### src/rtl/t1tx_pkg.sv
package t1tx_pkg;
  localparam int BYTE_W   = 8;
  localparam int FRAME_W  = 5;
  localparam int SIG_N    = 4;
  localparam int SIG_STEP = 6;

  typedef struct packed {
    logic       hit;
    logic [1:0] idx;
  } sig_sel_t;

  // vector index of transmit bit number n (1 = first sent)
  function automatic int bitpos(input int n);
    return BYTE_W - n;
  endfunction

  // which signalling letter, if any, a frame carries
  function automatic sig_sel_t sig_lookup(input logic [FRAME_W-1:0] frame,
                                          input logic esf,
                                          input int d4_letters,
                                          input int esf_letters);
    sig_sel_t r;
    int f;
    int n;
    int lim;
    f   = int'(frame);
    n   = f / SIG_STEP;
    lim = esf ? esf_letters : d4_letters;
    r.hit = (f != 0) && ((f % SIG_STEP) == 0) && (n <= lim);
    r.idx = r.hit ? 2'(n - 1) : 2'd0;
    return r;
  endfunction

  function automatic logic is_all_zero(input logic [BYTE_W-1:0] b);
    return b == '0;
  endfunction
endpackage

### src/rtl/t1tx_sig_insert.sv
module t1tx_sig_insert
  import t1tx_pkg::*;
#(
  parameter int D4_LETTERS  = 2,
  parameter int ESF_LETTERS = 4
) (
  input  logic [BYTE_W-1:0]  byte_in,
  input  logic [FRAME_W-1:0] frame,
  input  logic               esf,
  input  logic [SIG_N-1:0]   sig_abcd,
  input  logic               rbs_dis,
  output logic [BYTE_W-1:0]  byte_out,
  output logic               rbs_hit,
  output logic               sig_bit
);
  localparam int RBS_POS = BYTE_W - 8;

  sig_sel_t             sel;
  logic [SIG_N-1:0]     letter_vec;

  // reorder so letter k (A = 0) sits at index k
  genvar k;
  generate
    for (k = 0; k < SIG_N; k++) begin : g_letter
      assign letter_vec[k] = sig_abcd[SIG_N-1-k];
    end
  endgenerate

  always_comb begin
    sel      = sig_lookup(frame, esf, D4_LETTERS, ESF_LETTERS);
    rbs_hit  = sel.hit && !rbs_dis;
    sig_bit  = letter_vec[sel.idx];
    byte_out = byte_in;
    if (rbs_hit) byte_out[RBS_POS] = sig_bit;
  end
endmodule

### src/rtl/t1tx_zcs.sv
module t1tx_zcs
  import t1tx_pkg::*;
(
  input  logic [BYTE_W-1:0] byte_in,
  input  logic              transparent,
  input  logic              b8zs_sel,
  input  logic              alarm,
  output logic [BYTE_W-1:0] byte_out,
  output logic              stuff_hit,
  output logic              zero_mark,
  output logic              b8zs_on
);
  localparam int STUFF_POS = BYTE_W - 7;
  localparam int ALARM_POS = BYTE_W - 2;

  logic zero_in;

  always_comb begin
    zero_in   = is_all_zero(byte_in);
    b8zs_on   = b8zs_sel && !transparent;
    stuff_hit = zero_in && !transparent && !b8zs_sel;
    zero_mark = zero_in && b8zs_on;
    byte_out  = byte_in;
    if (stuff_hit) byte_out[STUFF_POS] = 1'b1;
    // alarm forcing is the final rewrite
    if (alarm) byte_out[ALARM_POS] = 1'b0;
  end
endmodule

### src/rtl/t1tx_fdl_src.sv
module t1tx_fdl_src #(
  parameter int HALF = 8
) (
  input  logic clk,
  input  logic rst_n,
  input  logic fdl_slot,
  input  logic fdl_in,
  input  logic esf_mode,
  input  logic esf_yellow,
  output logic fdl_valid,
  output logic fdl_out,
  output logic pat_on
);
  localparam int PERIOD = 2 * HALF;
  localparam int CNT_W  = $clog2(PERIOD);
  localparam logic [CNT_W-1:0] LAST = CNT_W'(PERIOD - 1);

  logic [CNT_W-1:0] pat_cnt;
  logic             pat_bit;

  always_comb begin
    pat_on  = esf_mode && esf_yellow;
    pat_bit = int'(pat_cnt) < HALF;
  end

  always_ff @(posedge clk) begin
    if (!rst_n) begin
      pat_cnt   <= '0;
      fdl_valid <= 1'b0;
      fdl_out   <= 1'b0;
    end else begin
      fdl_valid <= fdl_slot;
      if (fdl_slot) fdl_out <= pat_on ? pat_bit : fdl_in;
      if (!pat_on)              pat_cnt <= '0;
      else if (fdl_slot)        pat_cnt <= (pat_cnt == LAST) ? '0 : pat_cnt + 1'b1;
    end
  end
endmodule

### src/rtl/t1_tx_chan_proc.sv
module t1_tx_chan_proc
  import t1tx_pkg::*;
#(
  parameter int D4_LETTERS  = 2,
  parameter int ESF_LETTERS = 4,
  parameter int YEL_HALF    = 8
) (
  input  logic               clk,
  input  logic               rst_n,
  input  logic               in_valid,
  input  logic [BYTE_W-1:0]  in_byte,
  input  logic [FRAME_W-1:0] frame_idx,
  input  logic [SIG_N-1:0]   sig_abcd,
  input  logic               esf_mode,
  input  logic               transparent,
  input  logic               b8zs_sel,
  input  logic               bit2_alarm,
  input  logic               rbs_disable,
  input  logic               esf_yellow,
  input  logic               fdl_slot,
  input  logic               fdl_in,
  output logic               out_valid,
  output logic [BYTE_W-1:0]  out_byte,
  output logic               out_zero,
  output logic               b8zs_active,
  output logic               fdl_valid,
  output logic               fdl_out
);
  // named internal events for the checker
  logic [BYTE_W-1:0] sig_byte;
  logic [BYTE_W-1:0] zcs_byte;
  logic              rbs_hit;
  logic              sig_bit;
  logic              stuff_hit;
  logic              zero_mark;
  logic              yel_pat_on;

  t1tx_sig_insert #(
    .D4_LETTERS (D4_LETTERS),
    .ESF_LETTERS(ESF_LETTERS)
  ) u_sig (
    .byte_in (in_byte),
    .frame   (frame_idx),
    .esf     (esf_mode),
    .sig_abcd(sig_abcd),
    .rbs_dis (rbs_disable),
    .byte_out(sig_byte),
    .rbs_hit (rbs_hit),
    .sig_bit (sig_bit)
  );

  t1tx_zcs u_zcs (
    .byte_in    (sig_byte),
    .transparent(transparent),
    .b8zs_sel   (b8zs_sel),
    .alarm      (bit2_alarm),
    .byte_out   (zcs_byte),
    .stuff_hit  (stuff_hit),
    .zero_mark  (zero_mark),
    .b8zs_on    (b8zs_active)
  );

  t1tx_fdl_src #(.HALF(YEL_HALF)) u_fdl (
    .clk       (clk),
    .rst_n     (rst_n),
    .fdl_slot  (fdl_slot),
    .fdl_in    (fdl_in),
    .esf_mode  (esf_mode),
    .esf_yellow(esf_yellow),
    .fdl_valid (fdl_valid),
    .fdl_out   (fdl_out),
    .pat_on    (yel_pat_on)
  );

  always_ff @(posedge clk) begin
    if (!rst_n) begin
      out_valid <= 1'b0;
      out_byte  <= '0;
      out_zero  <= 1'b0;
    end else begin
      out_valid <= in_valid;
      if (in_valid) begin
        out_byte <= zcs_byte;
        out_zero <= zero_mark;
      end else begin
        out_zero <= 1'b0;
      end
    end
  end
endmodule

### config.mk
export PLATFORM = sky130hd
export DESIGN_NAME = t1_tx_chan_proc
export DESIGN_NICKNAME = d
export VERILOG_FILES = /design/src/rtl/t1tx_pkg.sv /design/src/rtl/t1tx_sig_insert.sv /design/src/rtl/t1tx_zcs.sv /design/src/rtl/t1tx_fdl_src.sv /design/src/rtl/t1_tx_chan_proc.sv
export SDC_FILE = /design/constraint.sdc
export NUM_CORES = 1
export LEC_CHECK = 0
export BUFFER_PORTS_ARGS = -buffer_cell sky130_fd_sc_hd__buf_2
export CAP_MARGIN = 40
export CELL_PAD_IN_SITES_DETAIL_PLACEMENT = 0
export CELL_PAD_IN_SITES_GLOBAL_PLACEMENT = 1
export CORE_ASPECT_RATIO = 0.9
export CORE_MARGIN = 2
export CORE_UTILIZATION = 35
export DETAILED_ROUTE_END_ITERATION = 12
export PLACE_DENSITY_LB_ADDON = 0.1
export SYNTH_ARGS = -nofsm -noshare
export SYNTH_HDL_FRONTEND = slang
export SYNTH_SLANG_ARGS = --single-unit
export TNS_END_PERCENT = 20
### constraint.sdc
create_clock -name clk -period 3.25 [get_ports clk]
set_clock_uncertainty 0.15 [all_clocks]
set_input_delay 0.325 -clock clk [delete_from_list [all_inputs] [get_ports clk]]
set_output_delay 0.325 -clock clk [all_outputs]
set_load 0.01 [all_outputs]
-- Yosys cells after proc, flatten, opt, wreduce, memory -nomap -nowiden
Index checks and enable logic that the tools add are counted.
- register bits after elaboration: 16
- bits of input ports: 28
- output and inout bits: 13
- logic and storage cells: 39
- add/sub/neg operators: 2
- div/mod/pow operators: 2
- order comparisons: 3
- eq/ne operators: 1
- mux-type cells: 9
- reduce and logical (&&, ||, !) cells: 16
- operator list (kind ; number):
    $div A6 B4 Y32 const B ; 1
    $le A32 B4 Y1 ; 1
    $logic_not A32 Y1 ; 1
    $mod A6 B4 Y32 const B ; 1
    $logic_and A1 B1 Y1 ; 8
    $logic_not A8 Y1 ; 1
    $mux W1 ; 5
    $reduce_bool A5 Y1 ; 1
    $add A4 B1 Y4 const B ; 1
    $eq A4 B4 Y1 const B ; 1
    $lt A4 B4 Y1 const B ; 1
    $mux W4 ; 1
    $reduce_and A2 Y1 ; 2
    $logic_not A1 Y1 ; 3
    $lt A2 B3 Y1 const B ; 1
    $mux W3 ; 1
    $bmux W1 S2 ; 1
    $mux W2 ; 1
    $sub A2 B2 Y2 const B ; 1

-- Logic depth before layout (Yosys ltp)
- word-level depth: 12
- mapped depth: 15
- mapped depth without buffers: 13

-- Modules after synthesis
A second synthesis with hierarchy kept.
- cell total of the unflattened synthesis: 140
- area, all modules: 1236.2 µm²
- modules (own cells, without submodules) (module ; times used ; cells an instance ; area an instance (µm²) ; seq. area each (µm²)):
    t1tx_sig_insert ; 1 ; 68 ; 504.2 ; 0.0
    t1_tx_chan_proc ; 1 ; 29 ; 356.6 ; 200.2
    t1tx_fdl_src ; 1 ; 29 ; 262.8 ; 120.1
    t1tx_zcs ; 1 ; 14 ; 112.6 ; 0.0

-- Least setup slack after synthesis
No wires, ideal clock.
- kind: input to register
- start: input frame_idx[3]
- end: register out_byte[0]
- library setup time: 0.120 ns
- data arrival time: 2.647 ns
- data required time: 2.980 ns
- slack: 0.333 ns
- stages: 14
- path buffers: 2
- cells stage by stage: buf_2 clkbuf_1 ha_1 nand3b_1 o21ai_0 nand2_1 o21ai_0 ha_1 inv_1 o311ai_0 or3_1 o21a_1 o21a_1 o31a_1
- word-level cells in the longest chain between the ends: 8
- elaborated cells on any way between the ends: 13
- classes of those cells: add/sub (1); div (2); order compare (1); mux (4); reduce/logical (5)
- RTL lines (what ; RTL line ; RTL):
    start, declared ; t1_tx_chan_proc.sv:12 ; input logic [FRAME_W-1:0] frame_idx,
    branches (longest 7 deep; another with $div A6 B4 Y32) ; n/a ;
    $mux W1 * ; t1tx_sig_insert.sv:34 ; if (rbs_hit) byte_out[RBS_POS] = sig_bit;
    end signal, assigned ; t1_tx_chan_proc.sv:83 ; out_byte <= zcs_byte;
    end, declared ; t1_tx_chan_proc.sv:23 ; output logic [BYTE_W-1:0] out_byte,
Mark *: on every way between the ends. The select of a mux whose other input is x is not followed.
A chain may end at the register's enable or synchronous reset.

-- Worst setup path in the final report
Same ends and word-level chain as after synthesis.

==> results.sh <==
export IMPL_crit_arrival_ns=2.81
export IMPL_power_mw=0.4532
export IMPL_hold_viol=0
export IMPL_crit_fanout=14
export IMPL_netlist_instances=133
export IMPL_fmax_mhz=359.5
export IMPL_worst_path_buf_inv=1
export IMPL_finalCritPeriodShare_pct=85.58
export IMPL_avgSynthCellArea_sq_um=8.401
export IMPL_path_cells="buf_2, ha_1, nand3b_1, o21ai_0, nand2_1, o21ai_0, ha_1, nor2b_1, a32o_1, a22oi_1, nand4_1, o21a_1, o31a_1"
export IMPL_drt_iter0_drc=35
export IMPL_hpwl_mm=1.971
export IMPL_antenna_diode_count=0
export IMPL_leakagePower_nw=0.6335
export IMPL_ir_drop_v=0.0002178
export IMPL_ys_ff_latch=16
export IMPL_globalRoute_totalOverflow=0
export IMPL_grt_use_total_pct=14.34
export IMPL_finalSetupTns_ns=0
export IMPL_mappedNetlistNets=166
export IMPL_worstSetupPathDepth=13
export IMPL_critPathTopFamily="compound AO/OA/AOI/OAI gates"
export IMPL_via_count=1055
export IMPL_setup_viol=0
export IMPL_drt_vias_per_instance=4.976
export IMPL_max_stage_delay_ns=0.31
export IMPL_drv_cap=0
export IMPL_gp_congestion=0.7884
export IMPL_outcome="finished clean"
export IMPL_port_buffers=40
export IMPL_drive_gt1_share_pct=32.35
export IMPL_die_area_sq_um=3661
export IMPL_core_area_sq_um=3043
export IMPL_clkLatencyLatePin_ns=0.28
export IMPL_wl_per_cell_um=11.62
export IMPL_synthToLayoutAreaGrowth_pct=21.72
export IMPL_cts_buffers=3
export IMPL_worstHoldPathType="primary input to flop"
export IMPL_route_detailed_drc=0
export IMPL_synthesis_area_sq_um=1117
export IMPL_most_common_layout_cells="buf_2 (40), dfxtp_1 (16), nand2_1 (13), nor2b_1 (9), mux2i_1 (9)"
export IMPL_synth_main_ff_cell="dfxtp_1"
export IMPL_drt_pre_antenna_iters=4
export IMPL_worst_slew_pin_slew_ns=0.4688
export IMPL_fp_row_count=19
export IMPL_p_per_area_nw_per_um2=333.2
export IMPL_grt_antenna_before_repair=0
export IMPL_synth_edf_count=0
export IMPL_start_util_pct=36.72
export IMPL_yosysUniqueCellTypes=46
export IMPL_io_pins=41
export IMPL_final_max_slew_viol_count=0
export IMPL_root_buffer="clkbuf_4"
export IMPL_worst_setup_path_type="primary input to flop"
export IMPL_cts_num_sinks=16
export IMPL_start_kind="primary input"
export IMPL_rrSetupSlack_ns=2.00
export IMPL_wl_mm=2.463
export IMPL_crit_required_ns=3.28
export IMPL_ys_warn_count=0
export IMPL_crit_path_top_delay_cell="ha_1"
export IMPL_ctsHoldBuffers=0
export IMPL_min_period_ns=2.781
export IMPL_clk_pin_slew_worst_paths_ns=0.09
export IMPL_grt_start_max_net_pins=18
export IMPL_layout_commonest_cell="buf_2"
export IMPL_drtAntennaViolNets=0
export IMPL_cts_tree="done"
export IMPL_die_x_um=63.56
export IMPL_worstSetupEndpointType="flop"
export IMPL_nets=204
export IMPL_htree_levels=1
export IMPL_ys_seq_area_share_pct=28.67
export IMPL_slew_headroom_pct=68.51
export IMPL_grt_pass1_wl_mm=4.167
export IMPL_cts_setup_buffers=0
export IMPL_cts_resized=0
export IMPL_r2r_cells=5
export IMPL_grt_pass1_vias=941
export IMPL_clock_path_buffers=2
export IMPL_async_flop_share_pct=0
export IMPL_rsz0062_at_grt="no"
export IMPL_die_h_um=57.60
export IMPL_min_path_cells=3
through the flow:
| stage | setup slack, ns | util [%] | hold slack [ns] | cell area [sq um] | std cells |
|---|---|---|---|---|---|
| 6_report | 0.4686 | 44.70 | 0.1531 | 1360 | 212 |
| 2_1_floorplan | 0.3334 | - | 0.3081 | 1117 | 133 |
| 5_1_grt | 0.1832 | 44.70 | 0.1403 | 1360 | 212 |
| 3_5_place_dp | 0.1691 | 43.50 | 0.3221 | 1324 | 208 |
| 3_3_place_gp | 0.2203 | 43.50 | 0.3100 | 1324 | 208 |
| 4_1_cts | 0.4710 | 44.70 | 0.1405 | 1360 | 212 |
final cells by class:
class / instances / area (sq um)
fill: 321 / 1683
sequential: 16 / 320.3
tap: 42 / 52.55
timing repair buffer: 41 / 207.7
inverter: 6 / 22.52
multi-input combinational: 103 / 720.7
clock buffer: 4 / 36.28
logic make-up (layout without fill, tap and decap cells):
| group | after synthesis | in the layout | synth area share (%) |
|---|---|---|---|
| AOI/OAI and AO/OA | 29 | 29 | 19.37 |
| xor gates and xnor gates | 3 | 3 | 2.352 |
| adders and majority gates | 6 | 6 | 6.495 |
| buffers and inverters | 14 | 51 | 6.831 |
| DFF | 16 | 16 | 28.67 |
| muxes | 11 | 11 | 10.08 |
| and+or+nand+nor | 54 | 54 | 26.20 |
per-layer routing:
metal  global-route usage [%]  up-vias  routed length [um]
met4                    2.795        0                  14
met2                    22.11       30                1051
met1                    19.98      475                1246
met3                    4.339        2                 150
met5                        0        -                   0
li1                         -      548                   -
worst min-delay path: stages:
cell	delay, ns
buf_2	0.11
nand2_1	0.06
nor4_1	0.05
synth_stat cells (2+ instances only):
library cell,count,share of area (%)
dfxtp_1,16,29
nand2_1,13,4.4
mux2i_1,9,8.1
nor2b_1,9,5.0
nor2_1,8,2.7
inv_1,6,2.0
ha_1,5,5.6
o21ai_0,5,2.2
a21oi_1,4,1.8
a22oi_1,3,2.0
and2_1,3,1.7
clkbuf_1,3,1.0
nand3_1,3,1.3
nor3_1,3,1.3
o21a_1,3,2.0
or3_1,3,1.7
a211oi_1,2,1.3
a32o_1,2,1.8
and2_2,2,1.3
buf_6,2,2.0
mux2_2,2,2.0
nand3b_1,2,1.3
xor2_1,2,1.6
report_power, final:
part           total [mW]  leakage [nW]  internal [mW]  switching, mW
combinational       0.117         0.481         0.0558         0.0609
clock               0.128        0.0210         0.0681         0.0603
sequential          0.208         0.131          0.204        0.00367
worst paths after layout:
path,from,end
setup / recovery,frame_idx[3],out_byte[0]
hold / removal,b8zs_sel,out_zero
setup reg to reg,u_fdl.pat_cnt[0],u_fdl.pat_cnt[0]
hold reg to reg,u_fdl.fdl_out,u_fdl.fdl_out
sequential cells by signal, summed over array words and instances, names as in the netlist:
signal / cells
u_fdl.fdl_out: 1
out_zero: 1
u_fdl.fdl_valid: 1
u_fdl.pat_cnt: 4
out_byte: 8
out_valid: 1
(Power assumes the default switching activity.)
